==> src/rtl/bfn_pkg.sv <==
package bfn_pkg;

    typedef enum logic [1:0] {
        RM_NEAREST = 2'b00,
        RM_UP      = 2'b01,
        RM_DOWN    = 2'b10,
        RM_ZERO    = 2'b11
    } rmode_e;

    typedef enum logic [1:0] {
        K_FINITE = 2'd0,
        K_NAN    = 2'd1,
        K_INF    = 2'd2,
        K_FLUSH  = 2'd3
    } kind_e;

    typedef struct packed {
        logic [15:0] val;
        logic        inexact;
        logic        snan;
    } cvt_res_t;

    localparam int LANE_W = 32;
    localparam int HALF_W = 16;

endpackage

==> src/rtl/bfn_lane_cvt.sv <==
module bfn_lane_cvt
    import bfn_pkg::*;
(
    input  logic [LANE_W-1:0] fp_in,
    input  rmode_e            rm,
    input  logic              ftz,
    output cvt_res_t          res
);
    logic        sgn;
    logic [7:0]  expo;
    logic [22:0] frac;
    logic        lost;
    logic        inc;
    kind_e       kind;

    assign sgn  = fp_in[31];
    assign expo = fp_in[30:23];
    assign frac = fp_in[22:0];
    assign lost = |fp_in[15:0];

    always_comb begin
        if (expo == 8'hFF && frac != '0)
            kind = K_NAN;
        else if (expo == 8'hFF)
            kind = K_INF;
        else if (ftz && expo == 8'h00 && frac != '0)
            kind = K_FLUSH;
        else
            kind = K_FINITE;
    end

    always_comb begin
        unique case (rm)
            RM_NEAREST: inc = fp_in[15] & ((|fp_in[14:0]) | fp_in[16]);
            RM_UP:      inc = lost & ~sgn;
            RM_DOWN:    inc = lost & sgn;
            RM_ZERO:    inc = 1'b0;
            default:    inc = 1'b0;
        endcase
    end

    always_comb begin
        res = '0;
        unique case (kind)
            K_NAN: begin
                res.val  = {sgn, 8'hFF, 1'b1, frac[21:16]};
                res.snan = ~frac[22];
            end
            K_INF:   res.val = {sgn, 8'hFF, 7'h00};
            K_FLUSH: res.val = {sgn, 15'h0000};
            K_FINITE: begin
                res.val     = fp_in[31:16] + {15'h0000, inc};
                res.inexact = lost;
            end
            default: res = '0;
        endcase
    end
endmodule

==> src/rtl/bfn_lane_merge.sv <==
module bfn_lane_merge
    import bfn_pkg::*;
(
    input  logic              act,
    input  logic              zmode,
    input  logic [HALF_W-1:0] cvt_val,
    input  logic [LANE_W-1:0] old_lane,
    output logic [LANE_W-1:0] new_lane
);
    logic [HALF_W-1:0] upper;

    always_comb begin
        if (act)
            upper = cvt_val;
        else if (zmode)
            upper = '0;
        else
            upper = old_lane[LANE_W-1:HALF_W];
    end

    assign new_lane = {upper, old_lane[HALF_W-1:0]};
endmodule

==> src/rtl/bfn_narrow_top.sv <==
module bfn_narrow_top
    import bfn_pkg::*;
#(
    parameter int VL = 256
) (
    input  logic            clk,
    input  logic            rst_n,
    input  logic [VL-1:0]   src_vec,
    input  logic [VL-1:0]   old_dst,
    input  logic [VL/8-1:0] pred,
    input  logic            zero_mode,
    input  logic [1:0]      round_mode,
    input  logic            flush_den,
    output logic [VL-1:0]   dst_vec,
    output logic            inexact,
    output logic            invalid
);
    localparam int NLANE = VL / LANE_W;
    localparam int PSTEP = LANE_W / 8;

    logic [NLANE-1:0] act_v;
    logic [NLANE-1:0] ix_v;
    logic [NLANE-1:0] sn_v;
    logic [VL-1:0]    dst_d;
    logic             ix_d;
    logic             iv_d;
    logic             unused_pred;
    rmode_e           rm;

    assign rm          = rmode_e'(round_mode);
    assign unused_pred = ^pred;

    for (genvar e = 0; e < NLANE; e++) begin : g_lane
        cvt_res_t r;

        assign act_v[e] = pred[PSTEP*e];

        bfn_lane_cvt u_cvt (
            .fp_in (src_vec[LANE_W*e +: LANE_W]),
            .rm    (rm),
            .ftz   (flush_den),
            .res   (r)
        );

        bfn_lane_merge u_merge (
            .act      (act_v[e]),
            .zmode    (zero_mode),
            .cvt_val  (r.val),
            .old_lane (old_dst[LANE_W*e +: LANE_W]),
            .new_lane (dst_d[LANE_W*e +: LANE_W])
        );

        assign ix_v[e] = act_v[e] & r.inexact;
        assign sn_v[e] = act_v[e] & r.snan;
    end

    assign ix_d = |ix_v;
    assign iv_d = |sn_v;

    always_ff @(posedge clk) begin
        if (!rst_n) begin
            dst_vec <= '0;
            inexact <= 1'b0;
            invalid <= 1'b0;
        end else begin
            dst_vec <= dst_d;
            inexact <= ix_d;
            invalid <= iv_d;
        end
    end
endmodule

==> config.mk <==
export PLATFORM = sky130hd
export DESIGN_NAME = bfn_narrow_top
export DESIGN_NICKNAME = d
export VERILOG_FILES = /design/src/rtl/bfn_pkg.sv /design/src/rtl/bfn_lane_cvt.sv /design/src/rtl/bfn_lane_merge.sv /design/src/rtl/bfn_narrow_top.sv
export SDC_FILE = /design/constraint.sdc
export NUM_CORES = 1
export LEC_CHECK = 0
export BUFFER_PORTS_ARGS = -buffer_cell sky130_fd_sc_hd__buf_2
export CORE_AREA = 2 2 316 318
export CTS_CLUSTER_DIAMETER = 50
export DETAILED_ROUTE_END_ITERATION = 12
export DIE_AREA = 0 0 318 320
export PLACE_DENSITY = 0.35
export SETUP_SLACK_MARGIN = 0.2
export SLEW_MARGIN = 20
export SYNTH_ARGS = -nofsm -noshare
export SYNTH_HDL_FRONTEND = slang
export SYNTH_SLANG_ARGS = --single-unit
==> constraint.sdc <==
create_clock -name clk -period 4.3 [get_ports clk]
set_input_delay 0.86 -clock clk [delete_from_list [all_inputs] [get_ports clk]]
set_output_delay 0.86 -clock clk [all_outputs]
set_load 0.005 [all_outputs]
==> impl_metrics.json, run 1 <==
{
  "grt-ovfl-total": 0,
  "powerDensity_mw_per_mm2": 400,
  "synth_cells": 1383,
  "firstDrtPassIters": 7,
  "drv_slew": 0,
  "hp-start": "old_dst[235]",
  "synth_flop_cell": "dfxtp_1",
  "min_period_over_period": 0.768,
  "synth_nets": 1951,
  "ff_latch_area_sq_mm": 0.00516,
  "initial_core_util": 0.121,
  "cp_max_fo": 7,
  "synthMuxAreaShare": 0.00190,
  "post_cts_buffers": 0,
  "peakVddDrop_uv": 254,
  "area_delta_synth_final_pct": 61.9,
  "fp.dieH_um": 320,
  "grt_pass1_wl_um": 102000,
  "total_power_mw": 7.67,
  "hold_path_class": "input port to flop",
  "final_nets": 2755,
  "multi_input_area_sq_mm": 0.00635,
  "ant_nets": 0,
  "synthArstFlopShare": 0,
  "fillers": 11200,
  "leakage_nw": 8.55,
  "routabilityCongestion": 0.835,
  "setup_viol": 0,
  "yosys.area_share.adder": 0.0190,
  "cts.sinks": 258,
  "period_needed_ns": 3.30,
  "crit_start": "round_mode[0]",
  "synth_seq_area_share": 0.436,
  "ys_warn_count": 0,
  "vias": 13500,
  "wl_per_cell_um": 20.8,
  "die_w_um": 318,
  "cts_tree": "yes",
  "rsz0062_at_grt": "no",
  "pin_count": 808,
  "synth_edf_count": 0,
  "row_count": 115,
  "synth_compound_area_frac": 0.171,
  "post_cts_resized": 0,
  "drt_drc_violations_left": 0,
  "hold_slack_ns": 0.455,
  "maxSlewHeadroom": 0.379,
  "cp.arrival_ns": 3.77,
  "critical_path_class": "input port to flop",
  "grt_antenna_before_repair": 37,
  "avgViaCountPerCell": 3.83,
  "ys_seq_elements": 258,
  "maxCapViolCount": 0,
  "hold_violations": 0,
  "numCtsBuffers": 50,
  "grtUsageTotal": 0.138,
  "portBuffers": 783,
  "clk_path_buf_depth": 3,
  "yosysUniqueCellTypes": 71,
  "fp.dieArea_sq_mm": 0.102,
  "cts.htree.levels": 2,
  "core_sq_mm": 0.0980,
  "grt_max_degree": 77,
  "cts_root_buf": "clkbuf_16",
  "crit_path_start_kind": "input port",
  "first_iter_violations": 514,
  "postCtsHoldBufs": 0,
  "synth_top_family_by_area": "simple AND/OR/NAND/NOR gates",
  "synth_area_per_cell_sq_um": 8.56,
  "tightest_slew_ns": 0.928,
  "synthXorXnorAreaFrac": 0.0540,
  "synthSimpleGateAreaFrac": 0.290,
  "end_kind": "flop",
  "wirelength_um": 73300,
  "clkTransAtPathRegs_ns": 0.05,
  "tns_ns": 0,
  "synth.cell_area_sq_mm": 0.0118,
  "crit_required_ns": 4.77,
  "grt_pass1_vias": 13900,
  "status": "finished clean",
  "drive_gt1_frac": 0.418,
  "post-dp-hpwl_um": 61000,
  "fmax_mhz": 303
}
-- per-stage QoR --
stage | area, sq um | utilization | cells | setup slack, ns
after floorplan | 11800 | - | 1383 | 0.837
after global placement | 17400 | 0.177 | 3422 | 0.341
after detailed placement | 17400 | 0.177 | 3422 | 0.285
after CTS | 19100 | 0.195 | 3515 | 0.952
after global routing | 19200 | 0.195 | 3522 | 0.753
final | 19200 | 0.196 | 3528 | 1.00
-- where the power goes --
group | internal [mW] | leakage (nW) | switching [mW]
sequential | 2.53 | 2.14 | 0.0340
combinational | 0.446 | 5.55 | 0.565
clock | 2.59 | 0.853 | 1.51
total | 5.57 | 8.55 | 2.11
-- critical path: stages --
cell	delay, ns
buf_2	0.11
inv_1	0.08
ha_1	0.41
buf_4	0.33
a21oi_1	0.07
a221oi_1	0.32
ha_1	0.28
nand3_1	0.18
or4_1	0.47
nor2_1	0.12
mux2_1	0.33
a22oi_1	0.14
nor2_1	0.06
-- placed cells by master (no fill, tap or decap), drive strengths merged, types with 40 or more instances in the layout --
cell,synthesis,final
buf,3,814
dfxtp,258,258
and2,142,142
nand2,128,128
nor2,108,108
a21oi,105,105
clkbuf,59,60
nor4,53,53
nor3,51,51
nand3,50,50
o21ai,47,47
nand4,40,40
-- synth_stat cells (all sizes together), types with 8 or more instances --
| cell type | n | area (sq um) |
|---|---|---|
| a22oi | 26 | 195 |
| a311oi | 17 | 149 |
| a21oi | 105 | 526 |
| and2 | 142 | 888 |
| a211oi | 19 | 143 |
| o21ai | 47 | 235 |
| xnor2 | 39 | 342 |
| nand4 | 40 | 250 |
| xor2 | 34 | 298 |
| nand2 | 128 | 480 |
| nor3 | 51 | 260 |
| and4 | 11 | 96.3 |
| or4 | 8 | 63.8 |
| nor4 | 53 | 368 |
| nor2 | 108 | 425 |
| o21a | 8 | 60.1 |
| inv | 22 | 82.6 |
| ha | 18 | 225 |
| a31oi | 17 | 136 |
| nand3 | 50 | 255 |
| dfxtp | 258 | 5160 |
| a221oi | 16 | 140 |
| clkbuf | 59 | 223 |
| and3 | 17 | 109 |
-- sequential cells by signal, summed over array words and instances, names as in the netlist --
register / cells
inexact: 1
invalid: 1
dst_vec: 256
-- worst paths after layout --
kind | slack, ns | to | cells past startpoint
worst min-delay path | 0.45 | dst_vec[235]$_SDFF_PN0_ | 2
worst max-delay path | 1.0 | dst_vec[187]$_SDFF_PN0_ | 13
-- cell families (layout without fill, tap and decap cells) --
family,Yosys count,after routing
AND/OR/NAND/NOR,643,643
AO/OA/AOI/OAI,305,305
flip-flops,258,258
buffers and inverters,84,929
XOR/XNOR,73,73
adder cells (fa/ha/maj),18,18
multiplexers,2,2
other,0,13
-- area by class of cell --
class                           instances  area share
Antenna cell                           13     0.00170
Clock buffer                           60      0.0704
Clock inverter                         33      0.0215
Inverter                               22     0.00444
Multi-Input combinational cell       1041       0.331
Sequential cell                       258       0.269
Tap cell                             1287      0.0840
Timing Repair Buffer                  814       0.217
-- routing by layer --
| layer | vias up | wire length [um] | GRT usage |
|---|---|---|---|
| li1 | 6652 | - | - |
| met1 | 6159 | 27600 | 0.147 |
| met2 | 565 | 36800 | 0.250 |
| met3 | 117 | 7060 | 0.0609 |
| met4 | 26 | 1660 | 0.0317 |
| met5 | - | 168 | 0 |
No activity file was read; power rests on OpenSTA's default activity.
==> inputs of run 2 (changes only) <==
Settings changed: CORE_AREA 2 2 316 318 to 2 2 313 315, DIE_AREA 0 0 318 320 to 0 0 315 317, PLACE_DENSITY 0.35 to 0.37.
Clock period 4.3 ns to 2.7 ns, I/O delays scaled along.
==> impl_metrics.json, run 2 (same netlist as run 1, synthesis figures left out) <==
{
  "status": "finished clean",
  "setup_ws_ns": 0.292,
  "post-route-util": 0.212,
  "cts.sinks": 258,
  "layout_commonest_cell": "buf_2",
  "pin_count": 808,
  "routabilityCongestion": 0.821,
  "peakVddDrop_uv": 403,
  "cts_tree": "yes",
  "hp-start": "old_dst[236]",
  "period_needed_ns": 2.41,
  "drive_gt1_frac": 0.472,
  "grt_max_degree": 88,
  "first_iter_violations": 700,
  "holdPathStages": 2,
  "grt_antenna_before_repair": 33,
  "path_cells": "buf_2, nor4_2, nand4_1, buf_4, o211ai_1, a21oi_2, ha_1, and4_1, and3_1, and2_4, a31o_2, a21boi_1, nor3_1, buf_4",
  "post-dp-hpwl_um": 60800,
  "grt_pass1_vias": 14200,
  "setup_viol": 0,
  "portBuffers": 783,
  "final_cell_mix": "buf_2, dfxtp_1, and2_1, buf_4, nand2_1",
  "fmax_mhz": 415,
  "numCtsBuffers": 53,
  "vias": 14100,
  "crit_path_start_kind": "input port",
  "avgViaCountPerCell": 3.88,
  "initial_core_util": 0.123,
  "hold_end": "dst_vec[236]$_SDFF_PN0_",
  "drt_drc_violations_left": 0,
  "min_period_over_period": 0.892,
  "finalNonFillerCells": 3631,
  "cp.arrival_ns": 2.92,
  "drv_slew": 0,
  "grt_pass1_wl_um": 99000,
  "crit_slowest_cell": "nor4_2",
  "hold_path_class": "input port to flop",
  "clkTransAtPathRegs_ns": 0.06,
  "postCtsHoldBufs": 0,
  "powerDensity_mw_per_mm2": 602,
  "leakage_nw": 9.18,
  "dp_slack_ns": -0.630,
  "firstDrtPassIters": 5,
  "largest_reg_flops": 256,
  "maxSlewHeadroom": 0.348,
  "fp.dieH_um": 317,
  "cts_root_buf": "clkbuf_16",
  "clk_path_buf_depth": 3,
  "wirelength_um": 72500,
  "slowest_delay_ns": 0.28,
  "cp_max_fo": 4,
  "crit_top_cell": "buf_4",
  "crit_required_ns": 3.21,
  "largestRegisters": "dst_vec: 256 flops, inexact: 1 flops, invalid: 1 flops",
  "core_sq_mm": 0.0963,
  "final_nets": 2871,
  "fp.dieArea_sq_mm": 0.0999,
  "rsz0062_at_grt": "yes",
  "hold_violations": 0,
  "maxCapViolCount": 0,
  "ant_nets": 0,
  "wl_per_cell_um": 20.0,
  "area_delta_synth_final_pct": 72.8,
  "grtUsageTotal": 0.137,
  "row_count": 114,
  "grt-ovfl-total": 0,
  "end_kind": "flop",
  "dp.cells": 3521,
  "die_w_um": 315,
  "top_register": "dst_vec",
  "cts.htree.levels": 2,
  "critical_path_class": "input port to flop",
  "tightest_slew_ns": 0.971
}
-- run 2: cell count changes in the layout (fill, tap and decap cells not counted), sizes merged, moves of 3 or more --
cell / delta
diode: -4
bufinv: -4
clkbuf: +8
buf: +113
clkinvlp: +3
-- run 2: final cells by class --
class / count / area (sq um)
Antenna cell: 9 / 22.5
Clock buffer: 68 / 1460
Clock inverter: 30 / 300
Fill cell: 10900 / 75800
Inverter: 22 / 101
Multi-Input combinational cell: 1041 / 6730
Sequential cell: 258 / 5160
Tap cell: 1276 / 1600
Timing Repair Buffer: 927 / 5080
-- run 2: metal layers --
metal  up-vias  share of wire  GRT usage
met1      6441           0.39      0.156
met5         -         0.0023          0
met4        26          0.028     0.0448
met3       142           0.10     0.0565
li1       6875              -          -
met2       591           0.48      0.233
-- run 2: timing repair --
action                                  4_1_cts  5_1_grt
endpoints found under the setup margin        7       38
setup buffers                                 0        3
pin swaps                                     2       15
gates resized for setup                       7       34
-- run 2: worst max-delay path: cells and delay by family --
kind | cells | cell delay, ns
buffers and inverters | 3 | 0.43
AO/OA/AOI/OAI | 4 | 0.69
AND/OR/NAND/NOR | 6 | 1.06
adder cells (fa/ha/maj) | 1 | 0.21
-- run 2: worst max path at each step --
stage	startpoint	endpoint	slack [ns]	cells after the start
floorplan	round_mode[0]	dst_vec[189]$_SDFF_PN0_	-0.14	13
global placement	round_mode[0]	dst_vec[189]$_SDFF_PN0_	-0.65	13
detailed placement	round_mode[0]	dst_vec[189]$_SDFF_PN0_	-0.63	13
CTS	round_mode[0]	dst_vec[189]$_SDFF_PN0_	0.19	14
global route	src_vec[161]	dst_vec[177]$_SDFF_PN0_	0.15	13
finish	src_vec[1]	dst_vec[25]$_SDFF_PN0_	0.29	14
-- run 2: where the power goes --
part	switching, mW	leakage, nW	internal [mW]
clock network	2.47	0.853	3.99
logic	0.944	6.19	0.809
registers	0.0634	2.14	4.04
total	3.48	9.18	8.83
-- run 2: metrics by stage --
stage | power (mW) | hold WS, ns | area, sq um | TNS, ns
6_report | 12.3 | 0.106 | 20500 | 0
5_1_grt | 12.9 | 0.0613 | 20400 | 0
4_1_cts | 12.6 | 0.0391 | 20300 | 0
3_5_place_dp | 5.93 | 0.748 | 18500 | -30.01
3_3_place_gp | 5.94 | 0.745 | 18500 | -29.05
2_1_floorplan | 4.77 | 0.667 | 12100 | -0.240
